[config.mk]
export PLATFORM = sky130hd
export DESIGN_NAME = chan_gate_gen
export DESIGN_NICKNAME = d
export VERILOG_FILES = /design/src/rtl/chan_gate_gen.sv
export SDC_FILE = /design/constraint.sdc
export NUM_CORES = 1
export LEC_CHECK = 0
export ABC_CLOCK_PERIOD_IN_PS = 5900
export BUFFER_PORTS_ARGS = -buffer_cell sky130_fd_sc_hd__buf_2
export CORE_MARGIN = 1
export CORE_UTILIZATION = 37
export CTS_CLUSTER_SIZE = 20
export DETAILED_ROUTE_END_ITERATION = 8
export SLEW_MARGIN = 15
export SYNTH_ARGS = -nofsm -noshare
export SYNTH_HDL_FRONTEND = slang
export SYNTH_SLANG_ARGS = --single-unit
[constraint.sdc]
create_clock -name clk -period 5.9 [get_ports clk]
set_input_delay 0.295 -clock clk [delete_from_list [all_inputs] [get_ports clk]]
set_output_delay 0.295 -clock clk [all_outputs]
set_load 0.05 [all_outputs]
[src/rtl/chan_gate_gen.sv]
module chan_gate_gen #(
  parameter int ADDR_W  = 8,
  parameter int RX_BASE = 8'h10,
  parameter int TX_BASE = 8'h20,
  parameter int N_CH    = 24,
  parameter int CH_BITS = 8
) (
  input  logic              clk,
  input  logic              rst_n,
  input  logic [ADDR_W-1:0] host_addr,
  input  logic [7:0]        host_wdata,
  input  logic              host_we,
  output logic [7:0]        host_rdata,
  input  logic              rx_bit_en,
  input  logic              rx_fsync,
  output logic              rx_blk,
  input  logic              tx_bit_en,
  input  logic              tx_fsync,
  output logic              tx_blk
);
  localparam int NBYTES     = N_CH / 8;
  localparam int FRAME_BITS = N_CH * CH_BITS + 1;
  localparam int POS_W      = $clog2(FRAME_BITS);
  localparam int CH_W       = $clog2(N_CH);
  localparam logic [POS_W-1:0] LAST = POS_W'(FRAME_BITS - 1);
  localparam logic [POS_W-1:0] CHB  = POS_W'(CH_BITS);

  logic [1:0] bit_en, fsync, blk;
  logic [N_CH-1:0]  pend_q [2];
  logic [N_CH-1:0]  act_q  [2];
  logic [POS_W-1:0] pos_q  [2];
  logic [POS_W-1:0] pos_nxt[2];
  logic [1:0]       bound;

  assign bit_en = {tx_bit_en, rx_bit_en};
  assign fsync  = {tx_fsync, rx_fsync};
  assign rx_blk = blk[0];
  assign tx_blk = blk[1];

  function automatic logic hit(int d, int k, logic [ADDR_W-1:0] a);
    return a == ADDR_W'((d == 0 ? RX_BASE : TX_BASE) + k);
  endfunction

  always_comb begin
    for (int d = 0; d < 2; d++) begin
      logic [POS_W-1:0] off_n, off;
      if (fsync[d] || pos_q[d] == LAST) pos_nxt[d] = '0;
      else                              pos_nxt[d] = pos_q[d] + 1'b1;
      off_n    = pos_nxt[d] - 1'b1;
      bound[d] = (pos_nxt[d] == '0) || ((off_n % CHB) == '0);
      off      = pos_q[d] - 1'b1;
      blk[d]   = (pos_q[d] != '0) && act_q[d][CH_W'(off / CHB)];
    end
  end

  always_comb begin
    host_rdata = '0;
    for (int d = 0; d < 2; d++)
      for (int k = 0; k < NBYTES; k++)
        if (hit(d, k, host_addr)) host_rdata = pend_q[d][8*k +: 8];
  end

  always_ff @(posedge clk) begin
    for (int d = 0; d < 2; d++) begin
      if (!rst_n) begin
        pend_q[d] <= '0;
        act_q[d]  <= '0;
        pos_q[d]  <= '0;
      end else begin
        for (int k = 0; k < NBYTES; k++)
          if (host_we && hit(d, k, host_addr)) pend_q[d][8*k +: 8] <= host_wdata;
        if (bit_en[d]) begin
          pos_q[d] <= pos_nxt[d];
          if (bound[d]) act_q[d] <= pend_q[d];
        end
      end
    end
  end
endmodule

==> results of run 1 <==
where the power goes:
| part | internal [mW] | switching (mW) | leakage, nW |
|---|---|---|---|
| Clock | 0.372 | 0.276 | 0.148 |
| Sequential | 0.934 | 0.0381 | 1.15 |
| Combinational | 0.0771 | 0.145 | 1.16 |
final timing paths:
| path | endpoint | slack [ns] | cells past startpoint |
|---|---|---|---|
| setup / recovery | tx_blk | 2.44 | 9 |
| setup reg to reg | act_q[0][18] | 2.55 | 7 |
| hold / removal | pos_q[0][7] | 0.32 | 3 |
| hold reg to reg | act_q[0][6] | 0.58 | 1 |
cell type report:
cell class	instances	area [um^2]
clock buffer	9	225
inverter	13	48.8
multi-input combinational	371	2320
fill	1498	8830
sequential	112	3360
tap	211	264
timing repair buffer	33	168
clock inverter	7	96.3
synth_stat cells (4+ instances only):
cell type    n  area (um^2)
clkbuf_1    16         60.1
a31oi_1     16          100
nor4b_1      4         35.0
nand3_1     16         80.1
xnor2_1     11         96.3
nor2_1      56          210
nor3_1       6         30.0
nand2_1     68          255
buf_2       10         50.1
and2_1      54          338
ha_1         6         75.1
a222oi_1     8         80.1
edfxtp_1   112         3360
and3_1      36          225
a22oi_1      8         60.1
nand4_1      4         25.0
inv_1       13         48.8
mux2i_1     15          150
xor2_1       8         70.1
cell families after synthesis:
group                      Yosys count  synth area share (%)
AOI/OAI and AO/OA                   64                  8.32
xor gates and xnor gates            20                  3.31
adders and majority gates            6                  1.28
buffers and inverters               42                  3.22
DFF                                112                  57.4
muxes                               16                  2.94
and+or+nand+nor                    265                  23.6
flip-flops by register name, indices dropped and copies added, names as in the netlist:
register  count
pos_q        16
act_q        48
pend_q       48
worst min-delay path, stage by stage:
cell	delay, ns
buf_2	0.12
nand2_1	0.06
nor2_1	0.08
through the flow:
stage | hold WS [ns] | instance area [um^2]
after floorplan | 0.493 | 5860
after global placement | 0.566 | 6160
after detailed placement | 0.570 | 6160
after CTS | 0.308 | 6480
after global routing | 0.337 | 6490
final | 0.316 | 6490
routing by layer:
layer | share of wire [%] | routed length, um | GRT usage, %
met1 | 47 | 6020 | 22.8
met3 | 4.5 | 581 | 2.05
met5 | 0 | 0 | 0
met4 | 1.8 | 233 | 6.51
met2 | 47 | 6080 | 26.9
==> flow_summary.yaml, run 1 <==
clock_network:
  clock_sinks: 112
  cts-root-buf: "clkbuf_16"
  clk_pin_slew_ns: 0.07
  htree_levels: 3
  ctsHoldBuffers: 0
  cts_tree: "yes"
  cts_buffer_depth: 2
  cts_resized: 0
  clock_latency_ns: 0.35
  cts_setup_buffers: 0
  cts_buffers: 9
worst_hold_path:
  hold_start: "rx_bit_en"
  min_path_type: "in2reg"
logic_synthesis:
  synthCells: 525
  async_flop_share_pct: 0
  yosys_warnings: 0
  synth_seq_cells: 112
  synth.net_count: 554
  synth-edff-count: 112
  syn_area_mm2: 0.00586
  synth_seq_area_share_pct: 57.4
  avgSynthCellArea_um2: 11.2
  yosys_most_used_dff: "edfxtp_1"
  ys_types: 56
place:
  dp_hpwl_um: 9520
  place_ws_ns: 2.45
  portBuffers: 32
  placed_cells: 740
  gp_congestion: 0.863
global_route:
  antenna_found_initial: 0
  grt_pass1_vias: 3869
  grt_pass1_wl_um: 20700
  gr-total-overflow: 0
  grt_usage_pct: 16.6
  grt_max_degree: 42
setup_path:
  end_kind: "output port"
  startpoint_type: "flip-flop"
  worst_path_largest_cell_delay_ns: 0.79
  cp_max_fo: 12
  reg2reg_from: "pos_q[0][1]"
  arrival_ns: 3.16
  setup.worst_path.class: "reg2out"
  critical_path_required_ns: 5.61
  startpoint: "pos_q[1][0]"
  path_delay_family: "XOR/XNOR gates"
  crit_chain: "inv_1 -> ha_1 -> nor3b_2 -> xor2_1 -> mux2i_1 -> a32oi_1 -> nand4_1 -> nand3_1 -> buf_2"
  path_buf_inv: 2
  cp_slowest_cell: "xor2_1"
drt:
  first_iter_violations: 370
  via_count: 4040
  drt-total-wl_um: 12900
  first_pass_iters: 5
  via_per_inst: 5.34
  wl_per_cell_um: 17.1
  drc: 0
  drtAntennaViolNets: 0
power_and_ir_drop:
  peakVddDrop_mv: 0.175
  finalPower_mw: 1.84
  p_leak_nw: 2.45
  power_per_cell_area_mw_per_mm2: 284
floorplan:
  core_mm2: 0.0153
  die_width_um: 128
  floorplan.initialDensity_pct: 38.3
  io_pins: 33
  die_y_um: 128
  dieArea_mm2: 0.0164
  num_rows: 45
finish:
  fin_cells: 756
  drive_gt1_share_pct: 11.0
  most-common-layout-cells: "edfxtp_1, nand2_1, nor2_1"
  layout.nets: 569
  fin_util_pct: 42.4
  antenna_cells: 0
  final_common_cell: "edfxtp_1"
  syn2layout_area_growth_pct: 10.6
timing:
  timing.final.max_slew_violations: 0
  finalHoldViolCount: 0
  worst_pin_slew_ns: 1.03
  timing.final.crit_share_pct: 58.6
  fin_ws_ns: 2.44
  slew_headroom_pct: 31.1
  final.min_clock_period_ns: 3.46
  rsz0062_at_grt: "false"
  fin_tns_setup_ns: 0
  fmax_mhz: 289
  setup_viol: 0
  fin_skew_ns: 0.00700
job:
  drv_cap: 0
status:
  outcome: "finished clean"
No activity file was read; power rests on OpenSTA's default activity.
==> run 2: changes to the inputs <==
--- a/config.mk
+++ b/config.mk
@@ -5,7 +5,7 @@
 export SDC_FILE = /design/constraint.sdc
 export NUM_CORES = 1
 export LEC_CHECK = 0
-export ABC_CLOCK_PERIOD_IN_PS = 5900
+export ABC_CLOCK_PERIOD_IN_PS = 3100
 export BUFFER_PORTS_ARGS = -buffer_cell sky130_fd_sc_hd__buf_2
 export CORE_MARGIN = 1
 export CORE_UTILIZATION = 37
==> constraint.sdc (replaced) <==
create_clock -name clk -period 3.1 [get_ports clk]
set_input_delay 0.155 -clock clk [delete_from_list [all_inputs] [get_ports clk]]
set_output_delay 0.155 -clock clk [all_outputs]
set_load 0.05 [all_outputs]
==> run 2 against run 1 <==
Against the previous run:
- register-to-register slack worse by 2.2 ns
- final cell count is 1.5% higher
- worst hold slack worse by 0.13 ns
- sequential share of layout area is 0.54 points lower
- final area is 1.1% higher
- critical path depth is 2 lower
- power is 88% higher
- clock skew is 0.0033 ns higher
- highest routed layer unchanged
==> flow_summary.yaml, run 2 (same netlist as run 1, synthesis figures left out) <==
status:
  outcome: "finished clean"
setup_path:
  startpoint_type: "flip-flop"
  setup.worst_path.class: "reg2out"
  end_kind: "output port"
  arrival_ns: 2.79
  critical_path_required_ns: 2.94
  cp_max_fo: 7
timing:
  fmax_mhz: 340
  finalHoldViolCount: 0
  fin_skew_ns: 0.0103
  final.min_clock_period_ns: 2.94
  fin_tns_setup_ns: 0
  setup_viol: 0
  worst_pin_slew_ns: 0.956
  timing.final.crit_share_pct: 95.0
  timing.final.max_slew_violations: 0
  slew_headroom_pct: 36.2
drt:
  wl_per_cell_um: 16.6
  drc: 0
  via_count: 4000
  first_pass_iters: 5
  via_per_inst: 5.22
  first_iter_violations: 400
  drt-total-wl_um: 12700
  drtAntennaViolNets: 0
place:
  dp_hpwl_um: 9320
  gp_congestion: 0.910
  dpl_cell_area_mm2: 0.00624
  portBuffers: 32
finish:
  syn2layout_area_growth_pct: 11.8
  layout.nets: 580
  most-common-layout-cells: "edfxtp_1, nand2_1, nor2_1"
  final_area_mm2: 0.00656
  antenna_cells: 0
  reg_top3: "act_q (48), pend_q (48), pos_q (16)"
  final_common_cell: "edfxtp_1"
  drive_gt1_share_pct: 12.8
  n_fill_cell: 1480
floorplan:
  core_mm2: 0.0153
  die_width_um: 128
  num_rows: 45
  dieArea_mm2: 0.0164
  floorplan.initialDensity_pct: 38.3
  io_pins: 33
  die_y_um: 128
job:
  drv_cap: 0
power_and_ir_drop:
  peakVddDrop_mv: 0.294
  p_leak_nw: 2.51
  power_per_cell_area_mw_per_mm2: 528
clock_network:
  cts-root-buf: "clkbuf_16"
  clk_pin_slew_ns: 0.07
  clock_sinks: 112
  cts_buffers: 9
  htree_levels: 3
  cts_tree: "yes"
  cts_setup_buffers: 0
  cts_buffer_depth: 2
  clock_latency_ns: 0.35
global_route:
  grt_pass1_wl_um: 20000
  gr-total-overflow: 0
  grt_pass1_vias: 3711
  grt_usage_pct: 16.3
  grt_max_degree: 41
  antenna_found_initial: 0
worst_hold_path:
  min_path_type: "in2reg"
## run 2: cell count changes in the layout (fill, tap and decap cells not counted), sizes merged
cell / before / now
inv: 13 / 15
clkbuf: 9 / 10
clkinvlp: 3 / 0
bufinv: 2 / 1
clkinv: 2 / 3
buf: 33 / 44
## run 2: routing by layer
metal	vias up	global-route usage (%)	share of wire [%]
li1	1978	-	-
met1	1902	23.3	50
met3	24	2.84	4.2
met4	0	7.34	2.7
met2	96	24.2	44
met5	-	0	0
## run 2: worst max-delay path: stages (launching register included)
cell and delay (ns):
edfxtp_1 0.48, buf_4 0.22, or4_4 0.54, or4_4 0.49, a221oi_2 0.23, o211ai_1 0.12
o211ai_1 0.12, buf_4 0.23
## run 2: layout make-up
cell class	count	area [um^2]	area share, %
Inverter	13	48.8	0.744
Sequential cell	112	3360	51.3
Clock inverter	6	66.3	1.01
Multi-Input combinational cell	371	2330	35.6
Tap cell	211	264	4.03
Timing Repair Buffer	44	253	3.85
Clock buffer	10	229	3.49
## run 2: repair_timing
item | 4_1_cts | 5_1_grt
setup endpoints to repair | 0 | 1
resized for setup | 0 | 5
hold buffers | 0 | 0
## run 2: final timing paths
kind | endpoint | startpoint | slack [ns] | cells past startpoint
worst max-delay path | rx_blk | pos_q[0][3] | 0.16 | 7
worst min-delay path | pend_q[1][2] | host_wdata[2] | 0.19 | 2
worst max register to register | act_q[0][8] | pos_q[0][0] | 0.32 | 7
worst min register to register | act_q[1][19] | pend_q[1][19] | 0.59 | 2
## run 2: through the flow
stage	hold WS, ns	power, mW	util (%)	std cells	setup slack [ns]
floorplan	0.353	2.18	-	525	0.0198
global placement	0.554	2.31	40.8	751	0.435
detailed placement	0.546	2.32	40.8	751	0.313
CTS	0.176	3.47	42.7	767	0.0246
global route	0.187	3.58	42.8	767	-0.0000349
finish	0.187	3.46	42.8	767	0.156
## run 2: power by group
| group | internal (mW) | switching [mW] | leakage, nW |
|---|---|---|---|
| logic | 0.165 | 0.281 | 1.22 |
| registers | 1.78 | 0.0683 | 1.15 |
| clock network | 0.632 | 0.538 | 0.144 |
| total | 2.57 | 0.887 | 2.51 |
==> run 3: changes to the inputs <==
--- a/config.mk
+++ b/config.mk
@@ -11,6 +11,7 @@
 export CORE_UTILIZATION = 37
 export CTS_CLUSTER_SIZE = 20
 export DETAILED_ROUTE_END_ITERATION = 8
+export RECOVER_POWER = 100
 export SLEW_MARGIN = 15
 export SYNTH_ARGS = -nofsm -noshare
 export SYNTH_HDL_FRONTEND = slang
==> run 3 against run 2 <==
Against the previous run:
- final cell count did not move
- combinational power shrank 1%
- flip-flop and latch count did not move
- die area stayed put
- worst hold slack better by 0.0024 ns
- register-to-register slack got worse by 0.10 ns
- clock skew is 0.0010 ns lower
- clock power hardly changed
- critical path type unchanged
- largest cell class unchanged
==> flow_summary.yaml, run 3 (same netlist as run 1, synthesis figures left out) <==
drt:
  drc: 0
  drtAntennaViolNets: 0
  first_pass_iters: 6
  first_iter_violations: 407
  via_count: 4013
  via_per_inst: 5.23
  drt-total-wl_um: 12700
  wl_per_cell_um: 16.6
timing:
  fmax_mhz: 341
  setup_viol: 0
  finalHoldViolCount: 0
  whs_ns: 0.189
  final.min_clock_period_ns: 2.93
  worst_pin_slew_ns: 1.41
  fin_skew_ns: 0.00927
  slew_headroom_pct: 5.90
  timing.final.crit_share_pct: 94.5
  rsz0062_at_grt: "false"
  fin_tns_setup_ns: 0
  timing.final.max_slew_violations: 0
finish:
  antenna_cells: 0
  final_area_mm2: 0.00652
  layout.nets: 580
  drive_gt1_share_pct: 10.4
  reg_top3: "act_q (48), pend_q (48), pos_q (16)"
  most-common-layout-cells: "edfxtp_1, nand2_1, nor2_1"
  syn2layout_area_growth_pct: 11.2
  n_fill_cell: 1490
  final_common_cell: "edfxtp_1"
clock_network:
  cts-root-buf: "clkbuf_16"
  cts_buffers: 9
  cts_tree: "yes"
  htree_levels: 3
  cts_setup_buffers: 0
  cts_buffer_depth: 2
  clk_pin_slew_ns: 0.07
  clock_sinks: 112
  clock_latency_ns: 0.36
floorplan:
  die_y_um: 128
  core_mm2: 0.0153
  die_width_um: 128
  floorplan.initialDensity_pct: 38.3
  io_pins: 33
  dieArea_mm2: 0.0164
  num_rows: 45
power_and_ir_drop:
  p_sw_share_pct: 25.6
  pwr-share-comb_pct: 12.8
  p_leak_nw: 2.43
  p_int_mw: 2.57
  power.share.clock_pct: 33.8
  switching_power_mw: 0.883
  peakVddDrop_mv: 0.295
  power_per_cell_area_mw_per_mm2: 529
  share_seq_of_total_power_pct: 53.4
worst_hold_path:
  whs_path_depth: 3
  hold_start: "rx_bit_en"
  min_path_type: "in2reg"
  hold_end: "pos_q[0][7]"
job:
  drv_cap: 0
global_route:
  grt_usage_pct: 16.3
  antenna_found_initial: 0
  grt_pass1_wl_um: 20000
  grt_max_degree: 41
  gr-total-overflow: 0
  grt_pass1_vias: 3711
setup_path:
  end_kind: "output port"
  cp_slowest_cell: "or4_4"
  reg2reg_from: "pos_q[0][2]"
  path_buf_inv: 2
  critical_path_required_ns: 2.94
  crit_chain: "buf_4 -> or4_4 -> or4_4 -> a221oi_2 -> o211ai_1 -> o211ai_1 -> buf_4"
  worst_path_largest_cell_delay_ns: 0.54
  path_delay_family: "simple AND/OR/NAND/NOR gates"
  cp_max_fo: 7
  reg2reg_to: "act_q[0][9]"
  startpoint_type: "flip-flop"
  setup.worst_path.class: "reg2out"
  rrSetupSlack_ns: 0.22
  arrival_ns: 2.78
  r2r_cells: 6
place:
  portBuffers: 32
  dpl_cell_area_mm2: 0.00624
  dp_hpwl_um: 9320
  gp_congestion: 0.910
status:
  outcome: "finished clean"
[run 3: layout make-up]
class	count	area, um^2	area share [%]
Sequential cell	112	3360	51.6
Clock buffer	10	229	3.51
Inverter	13	48.8	0.748
Tap cell	211	264	4.05
Timing Repair Buffer	44	226	3.47
Multi-Input combinational cell	371	2320	35.6
Clock inverter	6	66.3	1.02
[run 3: power by group through the flow]
stage / Sequential [mW] / Clock, mW / Combinational [mW]
after global routing: 1.86 / 1.24 / 0.486
final: 1.84 / 1.17 / 0.441
after detailed placement: 1.88 / 0 / 0.442
after CTS: 1.84 / 1.19 / 0.444
after floorplan: 1.84 / 0 / 0.338
after global placement: 1.87 / 0 / 0.435
[run 3: worst min-delay path, stage by stage]
cell and delay [ns]:
buf_2 0.12, nand2_1 0.06, nor2_1 0.04
[run 3: worst max path at each step]
stage                           start  slack (ns)  cells after the start            to
after floorplan           pos_q[1][0]        0.02                      7   act_q[1][0]
after global placement    pos_q[0][0]        0.43                      7  act_q[0][14]
after detailed placement  pos_q[0][0]        0.31                      7  act_q[0][14]
after CTS                 pos_q[0][0]        0.02                      8        rx_blk
after global routing      pos_q[0][3]        0.01                      7        rx_blk
final                     pos_q[0][3]        0.17                      7        rx_blk
[run 3: per-stage QoR]
| stage | utilization [%] | total power, mW | worst slack, ns | std cells |
|---|---|---|---|---|
| after floorplan | - | 2.18 | 0.0198 | 525 |
| after detailed placement | 40.8 | 2.32 | 0.313 | 751 |
| after global routing | 42.6 | 3.58 | 0.0147 | 767 |
| final | 42.6 | 3.45 | 0.170 | 767 |
| after CTS | 42.7 | 3.47 | 0.0246 | 767 |
| after global placement | 40.8 | 2.31 | 0.435 | 751 |
[run 3: per-layer routing]
| metal | global-route usage (%) | part of all wire [%] |
|---|---|---|
| met1 | 23.3 | 49 |
| met2 | 24.2 | 44 |
| met3 | 2.84 | 4.4 |
| met4 | 7.34 | 2.4 |
| met5 | 0 | 0 |
[run 3: timing repair]
item,in CTS,in global routing
hold buffers,0,0
setup endpoints to repair,0,1
gates resized for setup,0,5
